$ cat config.mk
export PLATFORM = sky130hd
export DESIGN_NAME = i2c_timing_gen
export DESIGN_NICKNAME = d
export VERILOG_FILES = /design/src/rtl/i2c_timing_gen.sv
export SDC_FILE = /design/constraint.sdc
export NUM_CORES = 1
export LEC_CHECK = 0
export BUFFER_PORTS_ARGS = -buffer_cell sky130_fd_sc_hd__buf_2
export CAP_MARGIN = 0
export CORE_MARGIN = 4
export CORE_UTILIZATION = 45
export DETAILED_ROUTE_END_ITERATION = 10
export GPL_TIMING_DRIVEN = 0
export PLACE_DENSITY = 0.88
export SLEW_MARGIN = 20
export SYNTH_ARGS = -nofsm -noshare
export SYNTH_HDL_FRONTEND = slang
export SYNTH_SLANG_ARGS = --single-unit
$ cat constraint.sdc
create_clock -name clk -period 9.7 [get_ports clk]
set_clock_uncertainty 0.15 [all_clocks]
set_input_delay 1.455 -clock clk [delete_from_list [all_inputs] [get_ports clk]]
set_output_delay 1.455 -clock clk [all_outputs]
set_load 0.05 [all_outputs]
$ cat src/rtl/i2c_timing_gen.sv
module i2c_timing_gen #(
  parameter int OVH_BASE = 8,
  parameter int FLT_W    = 3,
  parameter int CW       = 9
) (
  input  logic             clk,
  input  logic             rst_n,
  input  logic             mode_hs,
  input  logic             cmd_valid,
  input  logic [1:0]       cmd,
  input  logic [31:0]      fs_word1,
  input  logic [31:0]      fs_word2,
  input  logic [31:0]      fs_word3,
  input  logic [31:0]      hs_word1,
  input  logic [31:0]      hs_word2,
  input  logic [31:0]      hs_word3,
  input  logic [31:0]      hold_word,
  input  logic [FLT_W-1:0] filt_cycles,
  output logic             cmd_ready,
  output logic             scl_o,
  output logic             sda_low_stb,
  output logic             sda_rel_stb,
  output logic             data_stb,
  output logic             sample_stb,
  output logic             done_stb
);

  typedef enum logic [3:0] {
    S_IDLE, S_STA_HD, S_BIT_HD, S_BIT_LO, S_BIT_RISE, S_BIT_HI,
    S_RS_LO, S_RS_RISE, S_RS_SU, S_SP_LO, S_SP_RISE, S_SP_SU
  } st_t;

  st_t           state;
  logic          hs_q;
  logic [7:0]    pre;
  logic [CW-1:0] cnt, len, lo_len, hi_len, ehd, esu, lo_rest, ovh;
  logic          raw, step, last;

  function automatic logic [CW-1:0] min1(input logic [7:0] v);
    return (v == 8'd0) ? CW'(1) : CW'(v);
  endfunction

  wire [31:0] w1 = hs_q ? hs_word1 : fs_word1;
  wire [31:0] w2 = hs_q ? hs_word2 : fs_word2;
  wire [31:0] w3 = hs_q ? hs_word3 : fs_word3;
  wire [7:0]  div = w3[23:16];
  wire        unused_fields = ^{w1[7:0], w2[23:16], w3[31:24], w3[15:8], hold_word[31:8]};

  assign lo_len  = CW'(w2[15:8]) + CW'(1);
  assign hi_len  = CW'(w2[7:0]) + CW'(1);
  assign ehd     = min1(hold_word[7:0]);
  assign esu     = min1(w2[31:24]);
  assign lo_rest = (lo_len > ehd && (lo_len - ehd) > esu) ? lo_len - ehd : esu;
  assign ovh     = CW'(OVH_BASE) + CW'({filt_cycles, 1'b0});

  always_comb begin
    case (state)
      S_STA_HD:                          len = min1(w1[23:16]);
      S_BIT_HD:                          len = ehd;
      S_BIT_LO:                          len = lo_rest;
      S_BIT_HI:                          len = hi_len;
      S_RS_LO:                           len = min1(w3[7:0]);
      S_RS_SU:                           len = min1(w1[31:24]);
      S_SP_LO:                           len = lo_len;
      S_SP_SU:                           len = min1(w1[15:8]);
      default:                           len = ovh;
    endcase
  end

  assign raw       = state inside {S_BIT_RISE, S_RS_RISE, S_SP_RISE};
  assign step      = raw || (pre == div);
  assign last      = step && (cnt + CW'(1) == len);
  assign cmd_ready = (state == S_IDLE);

  always_ff @(posedge clk or negedge rst_n) begin
    if (!rst_n) begin
      state <= S_IDLE; hs_q <= 1'b0; pre <= '0; cnt <= '0; scl_o <= 1'b1;
      sda_low_stb <= 1'b0; sda_rel_stb <= 1'b0; data_stb <= 1'b0;
      sample_stb <= 1'b0; done_stb <= 1'b0;
    end else begin
      sda_low_stb <= 1'b0; sda_rel_stb <= 1'b0; data_stb <= 1'b0;
      sample_stb <= 1'b0; done_stb <= 1'b0;
      if (state == S_IDLE) begin
        if (cmd_valid) begin
          hs_q <= mode_hs; pre <= '0; cnt <= '0;
          case (cmd)
            2'd0: begin sda_low_stb <= 1'b1; state <= S_STA_HD; end
            2'd1: state <= S_BIT_HD;
            2'd2: begin sda_rel_stb <= 1'b1; state <= S_RS_LO; end
            default: begin sda_low_stb <= 1'b1; state <= S_SP_LO; end
          endcase
        end
      end else if (last) begin
        pre <= '0; cnt <= '0;
        case (state)
          S_STA_HD:   begin scl_o <= 1'b0; done_stb <= 1'b1; state <= S_IDLE; end
          S_BIT_HD:   begin data_stb <= 1'b1; state <= S_BIT_LO; end
          S_BIT_LO:   begin scl_o <= 1'b1; state <= S_BIT_RISE; end
          S_BIT_RISE: begin sample_stb <= 1'b1; state <= S_BIT_HI; end
          S_BIT_HI:   begin scl_o <= 1'b0; done_stb <= 1'b1; state <= S_IDLE; end
          S_RS_LO:    begin scl_o <= 1'b1; state <= S_RS_RISE; end
          S_RS_RISE:  state <= S_RS_SU;
          S_RS_SU:    begin sda_low_stb <= 1'b1; state <= S_STA_HD; end
          S_SP_LO:    begin scl_o <= 1'b1; state <= S_SP_RISE; end
          S_SP_RISE:  state <= S_SP_SU;
          default:    begin sda_rel_stb <= 1'b1; done_stb <= 1'b1; state <= S_IDLE; end
        endcase
      end else if (raw) begin
        cnt <= cnt + CW'(1);
      end else if (step) begin
        pre <= '0; cnt <= cnt + CW'(1);
      end else begin
        pre <= pre + 8'd1;
      end
    end
  end

  assert_strobe_excl_R11: assert property (@(posedge clk) disable iff (!rst_n)
    $onehot0({sda_low_stb, sda_rel_stb, data_stb, sample_stb}));
  assert_sample_high_R11: assert property (@(posedge clk) disable iff (!rst_n)
    sample_stb |-> scl_o);
  assert_data_low_R4: assert property (@(posedge clk) disable iff (!rst_n)
    data_stb |-> !scl_o);
  assert_done_idle_R2: assert property (@(posedge clk) disable iff (!rst_n)
    done_stb |-> cmd_ready);
  assert_mode_held_R9: assert property (@(posedge clk) disable iff (!rst_n)
    !cmd_ready |=> $stable(hs_q));
  assert_pre_bound_R2: assert property (@(posedge clk) disable iff (!rst_n)
    pre <= div);

endmodule

==> results of run 1 <==
==> logic make-up after synthesis <==
kind of cell / after synthesis
AO/OA/AOI/OAI: 164
AND/OR/NAND/NOR: 212
multiplexers: 72
XOR/XNOR: 28
flip-flops: 28
adder cells (fa/ha/maj): 24
buffers and inverters: 58
==> sequential cells by signal (all words and copies together) (netlist names) <==
register	count
data_stb	1
scl_o	1
pre	8
cnt	9
state	4
sda_rel_stb	1
hs_q	1
done_stb	1
sample_stb	1
sda_low_stb	1
==> placed cells by master, fill, tap and decap left out, types with 4 or more instances in the layout <==
cell type  Yosys  layout
nand3b_1       8       8
nand4_1       14      14
a21oi_1       37      37
nand2b_1       9       9
ha_1          23      23
nor2b_1        5       5
nor3_1        14      14
nor4b_1        4       4
a22o_1         7       7
or4_1          7       7
buf_4          5       5
buf_2         12     163
and3_1        12      12
and2_1         9       9
clkbuf_1       6       6
mux2i_1       60      60
a31oi_1        4       4
o21ai_0       13      13
o22ai_1       18      18
xnor2_1       19      19
nand2_1       27      27
inv_1         31      31
nor4_1        14      14
a22oi_1        5       5
nor2_1        32      32
nand3_1       31      31
a211oi_1      12      12
nand4b_1       6       6
dfrtp_1       27      27
a21o_1         9       9
xor2_1         9       9
a211o_1       11      11
clkbuf_8       0       4
mux2_2        12      12
==> cell type report <==
class	count	area [um^2]	share of cell area, %
antenna	3	7.51	0.132
buffer	27	150	2.64
clock buffer	4	55.1	0.968
inverter	31	116	2.05
multi-input combinational	500	3730	65.6
sequential	28	702	12.3
tap	136	170	2.99
timing repair buffer	151	756	13.3
==> where the power goes <==
group,switching [W],internal (W)
Sequential,0.0000237,0.000133
Combinational,0.000123,0.000115
Clock,0.0000365,0.0000364
Total,0.000183,0.000284
==> routing by layer <==
metal	global-route usage (%)	part of all wire, %	vias up
met5	0	0.33	-
met2	44.9	45	360
met3	5.77	12	43
li1	-	-	2610
met1	35.6	40	2641
met4	6.60	1.9	8
==> tightest hold or removal path, delay by kind of cell (launching register included) <==
kind | cells | cell delay [ns]
compound gates | 2 | 0.16
flops | 1 | 0.39
==> metrics by stage <==
step	util [%]	hold WS, ns	total power (W)	instances	worst slack (ns)
3_5_place_dp	55.0	0.380	0.000391	873	1.30
2_1_floorplan	-	0.336	0.000312	586	2.60
6_report	55.6	0.405	0.000468	880	1.17
3_3_place_gp	55.0	0.369	0.000385	873	1.39
4_1_cts	55.5	0.404	0.000465	877	1.28
5_1_grt	55.6	0.432	0.000505	880	0.741
==> worst paths after layout <==
| kind | end | slack [ns] | cells past startpoint |
|---|---|---|---|
| worst max-delay path | pre[5] | 1.17 | 29 |
| worst min-delay path | scl_o | 0.41 | 2 |
| worst max register to register | pre[5] | 1.17 | 29 |
| worst min register to register | scl_o | 0.41 | 2 |
| max in group asynchronous | sda_rel_stb | 7.94 | 1 |
| min in group asynchronous | cnt[0] | 1.04 | 1 |
==> results.py, run 1 <==
metrics = {
    "detailed_routing": {
        "first_pass_iters": 5,
        "finalWirelength_um": 16800,
        "drcViolationCount": 0,
        "ant_nets": 0,
        "wl_per_cell_um": 19.1,
        "vias_per_cell": 6.43,
        "vias": 5662,
        "drt_iter0_drc": 620,
    },
    "job": {
        "cap_violations": 0,
    },
    "placement": {
        "io_buffers": 151,
        "gp_congestion": 0.998,
        "post_dp_cell_area_um2": 5620,
        "hpwl_um": 13800,
    },
    "synth": {
        "ys.flop_type": "dfrtp_1",
        "ys_async_sr_fraction_pct": 100,
        "synth_top_cell_by_area": "dfrtp_1",
        "synth-compound-area-share_pct": 24.8,
        "synth_top_family_by_area": "simple AND/OR/NAND/NOR gates",
        "yosys.area_share.simple_pct": 27.1,
        "ys_ff_latch": 28,
        "syn_area_um2": 4700,
        "syn_nets": 843,
        "synth_top_cells_by_count": "mux2i_1 (60), a21oi_1 (37), nor2_1 (32)",
        "synth_top_area_share_pct": 14.4,
        "synth_xor_area_share_pct": 5.22,
        "syn_inst": 586,
        "synthAdderAreaFrac_pct": 6.55,
        "yosys_warnings": 0,
        "synth_area_per_cell_um2": 8.02,
        "synth_enable_flop_cells": 0,
        "yosysMostFrequentCell": "mux2i_1",
        "muxShareOfSynthArea_pct": 15.7,
        "ys_types": 79,
        "ys_seq_area_share_pct": 14.9,
        "synth_area_leaders": "dfrtp_1 (14%), mux2i_1 (13%), ha_1 (6.1%), a21oi_1 (3.9%), xnor2_1 (3.5%)",
    },
    "hold_path": {
        "hold_class": "register to register",
        "holdCritStartpoint": "scl_o",
    },
    "timing": {
        "finalMaxSlewViolations": 0,
        "finalCritPeriodShare_pct": 87.9,
        "rsz0062_at_grt": "false",
        "fmax_mhz": 117,
        "fin_setup_tns_ns": 0,
        "hold_viol": 0,
        "setup_violations": 0,
        "relSlewSlack_pct": 31.6,
        "finalCriticalPeriod_ns": 8.53,
        "worst_pin_slew_ns": 1.02,
    },
    "grt": {
        "grt_usage_pct": 26.9,
        "grt_start_max_net_pins": 29,
        "grt_antenna_before_repair": 7,
        "overflow": 0,
        "grt_pass1_vias": 5388,
        "grt_first_pass_wirelength_um": 26100,
    },
    "worst_setup_path": {
        "cp_num_buf_inv": 6,
        "cp.arrival_ns": 8.55,
        "cp-startpoint": "hs_q",
        "r2r-start": "hs_q",
        "slowest_delay_ns": 0.67,
        "required_ns": 9.72,
        "slowest_stage": "buf_1",
        "end_kind": "register",
        "crit_family": "simple AND/OR/NAND/NOR gates",
        "cp-start-kind": "register",
        "path_max_fanout": 10,
        "path_common_cell": "ha_1",
        "worstSetupPathType": "register to register",
    },
    "floorplanning": {
        "dieArea_um2": 12100,
        "start_util_pct": 45.9,
        "coreArea_um2": 10200,
        "boundaryPins": 240,
        "rows": 37,
        "die_h_um": 110,
        "die_w_um": 110,
    },
    "cts": {
        "insertion_delay_ns": 0.28,
        "holdBufCountCts": 0,
        "h-tree-depth": 1,
        "clock-sinks": 28,
        "cts_root_buf": "clkbuf_8",
        "cts_buffers": 3,
        "cts_tree": "built",
        "cts_buffer_depth": 2,
        "clk_pin_slew_ns": 0.09,
        "postCtsSetupBuffers": 0,
        "cts_resized": 0,
    },
    "power_and_ir_drop": {
        "total_leakage_power_nw": 2.51,
        "vdd_drop_max_mv": 0.117,
        "cellPowerDensity_nw_per_um2": 82.2,
    },
    "final_layout": {
        "n_fill_cell": 986,
        "drive_above_1_share_pct": 26.7,
        "fin_area_um2": 5690,
        "final_nets": 999,
        "area_growth_pct": 21.0,
    },
    "outcome": {
        "status": "complete, no violations",
    },
}
Note: power is estimated with default switching activity, not from simulation.
==> run 2: changes to the inputs <==
- ABC_AREA: not set -> 1
- PLACE_DENSITY: 0.88 -> 0.89
==> run 2 against run 1 <==
  * Worst hold slack got worse by 0.086 ns
  * Core utilization rose by 2.1 points
  * Largest cell class unchanged
  * Via count down 2.3%
  * Die area shrank 5.1%
  * First-iteration DRC count shrank 35%
  * Area after synthesis shrank 5.5%
  * Setup slack improved by 2.6 ns
  * Sequential cell count stayed put
  * Wire length down 11%
  * Clock power grew 25%
  * Critical endpoint is now state[2]
  * Maximum frequency increased by 43%
==> results.py, run 2 <==
metrics = {
    "grt": {
        "grt_pass1_vias": 5281,
        "grt_antenna_before_repair": 0,
        "grt_start_max_net_pins": 29,
        "grt_first_pass_wirelength_um": 24100,
        "grt_usage_pct": 25.7,
        "overflow": 0,
    },
    "worst_setup_path": {
        "cp_num_buf_inv": 6,
        "slowest_stage": "ha_1",
        "end_kind": "register",
        "cp-startpoint": "hs_word2[8]",
        "worstSetupPathType": "input pin to register",
        "slowest_delay_ns": 0.34,
        "required_ns": 9.72,
        "r2r-start": "hs_q",
        "crit_family": "simple AND/OR/NAND/NOR gates",
        "cp-start-kind": "input pin",
        "path_common_cell": "nand2_1",
        "path_max_fanout": 10,
        "cp.arrival_ns": 5.99,
    },
    "timing": {
        "fmax_mhz": 167,
        "rsz0062_at_grt": "false",
        "worst_pin_slew_ns": 0.709,
        "finalCriticalPeriod_ns": 5.97,
        "setup_violations": 0,
        "finalCritPeriodShare_pct": 61.6,
        "finalMaxSlewViolations": 0,
        "relSlewSlack_pct": 52.6,
        "hold_viol": 0,
        "fin_setup_tns_ns": 0,
    },
    "placement": {
        "hpwl_um": 12600,
        "dp.cells": 1042,
        "io_buffers": 151,
        "gp_congestion": 0.979,
        "post_dp_cell_area_um2": 5360,
    },
    "synth": {
        "syn_area_um2": 4440,
        "synth_top_cell_by_area": "nand2_1",
        "ys.flop_type": "dfrtp_1",
        "muxShareOfSynthArea_pct": 2.03,
        "ys_types": 49,
        "syn_nets": 1019,
        "synth_top_cells_by_count": "nand2_1 (295), inv_1 (84), nor2_1 (59)",
        "synth_enable_flop_cells": 0,
        "synth_top_family_by_area": "simple AND/OR/NAND/NOR gates",
        "synth_area_leaders": "nand2_1 (25%), dfrtp_1 (15%), inv_1 (7.1%), ha_1 (6.5%), nand3_1 (6.3%)",
        "yosys.area_share.simple_pct": 50.0,
        "synthAdderAreaFrac_pct": 6.94,
        "syn_inst": 762,
        "ys_ff_latch": 28,
        "synth_top_area_share_pct": 25.0,
        "synth_xor_area_share_pct": 4.93,
        "ys_seq_area_share_pct": 15.8,
        "yosysMostFrequentCell": "nand2_1",
        "synth_area_per_cell_um2": 5.82,
        "synth-compound-area-share_pct": 9.64,
        "ys_async_sr_fraction_pct": 100,
        "yosys_warnings": 0,
    },
    "floorplanning": {
        "dieArea_um2": 11500,
        "rows": 35,
        "coreArea_um2": 9420,
        "die_h_um": 107,
        "boundaryPins": 240,
        "start_util_pct": 47.1,
        "die_w_um": 107,
    },
    "final_layout": {
        "layout_commonest_cell": "nand2_1",
        "largest_reg_flops": 9,
        "drive_above_1_share_pct": 23.2,
        "multi_input_area_um2": 3260,
        "final_nets": 1175,
        "n_fill_cell": 912,
        "fin_area_um2": 5430,
        "largest-register": "cnt",
        "top_regs": "cnt: 9 flops, pre: 8 flops, state: 4 flops",
        "final_core_util_pct": 57.6,
        "ff_latch_area_um2": 702,
        "area_growth_pct": 22.3,
        "final_cell_mix": "nand2_1 (295), buf_2 (154), inv_1 (84)",
        "final_cell_count_no_fill": 1046,
        "diodes": 0,
    },
    "detailed_routing": {
        "vias_per_cell": 5.29,
        "finalWirelength_um": 14900,
        "ant_nets": 0,
        "first_pass_iters": 5,
        "drt_iter0_drc": 402,
        "wl_per_cell_um": 14.3,
        "vias": 5531,
        "drcViolationCount": 0,
    },
    "job": {
        "cap_violations": 0,
    },
    "cts": {
        "clk_pin_slew_ns": 0.09,
        "clock-sinks": 28,
        "cts_buffers": 3,
        "insertion_delay_ns": 0.28,
        "h-tree-depth": 1,
        "cts_buffer_depth": 2,
        "postCtsSetupBuffers": 0,
        "cts_tree": "built",
        "cts_root_buf": "clkbuf_8",
        "holdBufCountCts": 0,
        "cts_resized": 0,
    },
    "power_and_ir_drop": {
        "total_leakage_power_nw": 3.18,
        "vdd_drop_max_mv": 0.119,
        "total_power_w": 0.00161,
        "cellPowerDensity_nw_per_um2": 296,
    },
    "hold_path": {
        "holdCritStartpoint": "scl_o",
        "hold_class": "register to register",
    },
    "outcome": {
        "status": "complete, no violations",
    },
}
[run 2: cell count changes after synthesis, moves of 12 or more]
cell,before,now
nand2_1,27,295
inv_1,31,84
mux2i_1,60,9
nor2_1,32,59
nand3_1,31,56
a21oi_1,37,16
xnor2_1,19,3
o21ai_1,1,15
xor2_1,9,22
a211oi_1,12,0
mux2_2,12,0
nor4_1,14,2
[run 2: routing by layer]
layer  part of all wire, %  track usage [%]
met2                    47             44.1
met3                    10             5.52
met5                     0                0
met1                    40             31.6
met4                   3.3             9.50
[run 2: tightest hold or removal path, delay by kind of cell (launching register included)]
kind,cells,cell delay [ns]
flops,1,0.38
simple gates,2,0.10
[run 2: cells by family (layout without fill, tap and decap cells)]
group           count (synthesis)  count (layout)
simple gates                  497             497
fa+ha+maj                      24              24
flops                          28              28
xor+xnor                       25              25
mux                             9               9
compound gates                 75              75
buf+inv                       104             259
[run 2: final timing paths]
path	endpoint	slack, ns	depth (start not counted)
max	state[2]	3.73	36
min	scl_o	0.32	2
max reg2reg	state[2]	4.27	37
min reg2reg	scl_o	0.32	2
max in group asynchronous	state[2]	7.96	1
min in group asynchronous	cnt[6]	1.04	1
[run 2: final cells by class]
class / count / area share (%)
inverters: 88 / 6.13
plain buffers: 16 / 2.56
repair buffers: 151 / 13.9
flip-flops and latches: 28 / 12.9
well taps: 129 / 2.97
clock inverters: 1 / 0.553
clock buffers: 3 / 0.761
multi-input cells: 630 / 60.2
[run 2: through the flow]
stage	setup slack [ns]	hold WS, ns
CTS	3.79	0.324
global route	3.29	0.352
global placement	3.58	0.301
finish	3.73	0.320
detailed placement	3.52	0.309
floorplan	4.26	0.323
[run 2: where the power goes]
part	switching [W]	internal, W
Sequential	0.0000425	0.000154
Clock	0.0000360	0.0000553
Combinational	0.000865	0.000455
Total	0.000943	0.000665
==> run 3: changes to the inputs <==
- CORE_UTILIZATION: 45 -> 42
- PLACE_DENSITY: 0.89 -> 0.88
- clock period: 9.7 -> 5.1 ns (I/O delays scaled with it)
==> run 3 against run 2 <==
  * Final cell count up 2.8%
  * Register-to-register slack worse by 4.2 ns
  * Total power up 120%
  * Critical endpoint is now pre[7]
==> results.py, run 3 (same netlist as run 2, synthesis figures left out) <==
metrics = {
    "cts": {
        "insertion_delay_ns": 0.28,
        "cts_buffers": 3,
        "cts_tree": "built",
        "holdBufCountCts": 0,
        "h-tree-depth": 1,
        "cts_buffer_depth": 2,
        "clock-sinks": 28,
        "clk_pin_slew_ns": 0.10,
        "cts_root_buf": "clkbuf_8",
    },
    "timing": {
        "fmax_mhz": 199,
        "finalCritPeriodShare_pct": 98.5,
        "hold_viol": 0,
        "finalMaxSlewViolations": 0,
        "relSlewSlack_pct": 49.2,
        "setup_violations": 0,
        "fin_ws_ns": 0.0757,
        "finalCriticalPeriod_ns": 5.02,
        "holdWs_ns": 0.332,
        "worst_pin_slew_ns": 0.762,
    },
    "grt": {
        "grt_antenna_before_repair": 0,
        "met3_usage_pct": 6.00,
        "grt_use_met2_pct": 39.9,
        "grt_usage_pct": 24.0,
        "overflow": 0,
        "grt_start_max_net_pins": 29,
        "grtUsageMet1_pct": 30.4,
        "grt_pass1_vias": 5170,
        "grt_first_pass_wirelength_um": 24600,
        "grt-busiest-layer": "met2",
    },
    "worst_setup_path": {
        "end_kind": "register",
        "cp-start-kind": "register",
        "path_max_fanout": 7,
        "cp.arrival_ns": 5.05,
        "cp-startpoint": "hs_q",
        "worstSetupPathType": "register to register",
        "required_ns": 5.13,
        "reg2reg_to": "pre[7]",
        "reg2reg_setup_slack_ns": 0.08,
        "rr_worst_depth": 34,
        "r2r-start": "hs_q",
        "endpoint": "pre[7]",
        "slowest_delay_ns": 0.41,
        "path_common_cell": "nand2_2",
        "slowest_stage": "fa_2",
    },
    "detailed_routing": {
        "drt_iter0_drc": 616,
        "ant_nets": 0,
        "vias": 5736,
        "first_pass_iters": 8,
        "finalWirelength_um": 16600,
        "drcViolationCount": 0,
        "wl_per_cell_um": 15.4,
        "vias_per_cell": 5.34,
    },
    "final_layout": {
        "final_cell_mix": "nand2_1 (271), buf_2 (155), inv_1 (80)",
        "layout_commonest_cell": "nand2_1",
        "largest-register": "cnt",
        "final_nets": 1197,
        "final_core_util_pct": 57.3,
        "drive_above_1_share_pct": 30.9,
        "diodes": 0,
        "largest_reg_flops": 9,
        "final_cell_count_no_fill": 1075,
        "area_growth_pct": 33.4,
        "top_regs": "cnt: 9 flops, pre: 8 flops, state: 4 flops",
    },
    "floorplanning": {
        "dieArea_um2": 12300,
        "coreArea_um2": 10300,
        "boundaryPins": 240,
        "rows": 37,
        "start_util_pct": 43.0,
        "die_w_um": 111,
        "die_h_um": 111,
    },
    "job": {
        "cap_violations": 0,
    },
    "placement": {
        "dp.cells": 1049,
        "hpwl_um": 12900,
        "place_ws_ns": -0.399,
        "gp_congestion": 1.03,
        "io_buffers": 151,
    },
    "power_and_ir_drop": {
        "cellPowerDensity_nw_per_um2": 603,
        "total_power_w": 0.00357,
        "vdd_drop_max_mv": 0.214,
        "total_leakage_power_nw": 3.33,
    },
    "outcome": {
        "status": "complete, no violations",
    },
    "hold_path": {
        "hold_class": "register to register",
    },
}
## run 3: changes by cell type in the layout (fill, tap and decap cells not counted), sizes merged
cell,delta
nand2,+1
buf,+21
bufinv,-1
clkbuf,+1
## run 3: through the flow
stage | setup TNS, ns | instance area (um^2)
3_5_place_dp | -8.66 | 5360
4_1_cts | 0 | 5530
5_1_grt | -2.83 | 5920
2_1_floorplan | 0 | 4440
3_3_place_gp | -6.49 | 5360
6_report | 0 | 5920
## run 3: timing repair
action                     CTS  global route
buffers inserted             4            15
pin swaps                    5            32
setup endpoints to repair   25            27
gates resized for setup     13            65
gates cloned                 0             3
## run 3: cell type report
class | count | area (um^2)
clock buffers | 4 | 55.1
well taps | 136 | 170
inverters | 88 | 335
plain buffers | 16 | 146
fillers | 986 | 4400
multi-input cells | 631 | 3600
flip-flops and latches | 28 | 702
repair buffers | 172 | 915
## run 3: worst min path at each step
stage | slack [ns] | end | cells after the start | start
finish | 0.33 | scl_o | 2 | scl_o
global route | 0.35 | scl_o | 2 | scl_o
CTS | 0.33 | scl_o | 2 | scl_o
detailed placement | 0.32 | scl_o | 2 | scl_o
global placement | 0.31 | scl_o | 2 | scl_o
floorplan | 0.32 | cnt[0] | 0 | rst_n
## run 3: metal layers
| layer | up-vias | part of all wire, % |
|---|---|---|
| met5 | - | 0 |
| met4 | 0 | 4.5 |
| met3 | 69 | 11 |
| met2 | 347 | 45 |
| met1 | 2516 | 39 |
| li1 | 2804 | - |
## run 3: where the power goes
group	total [W]	switching (W)	internal (W)
Combinational	0.00306	0.00192	0.00114
Sequential	0.000374	0.0000806	0.000293
Clock	0.000139	0.0000693	0.0000693
Total	0.00357	0.00207	0.00150
## run 3: worst max-delay path, delay by kind of cell (launching register included)
kind	cells	cell delay (ns)
AOI/OAI and AO/OA	4	0.50
and+or+nand+nor	17	1.77
DFF	1	0.39
adders and majority gates	3	1.02
buffers and inverters	9	0.85
xor gates and xnor gates	1	0.23
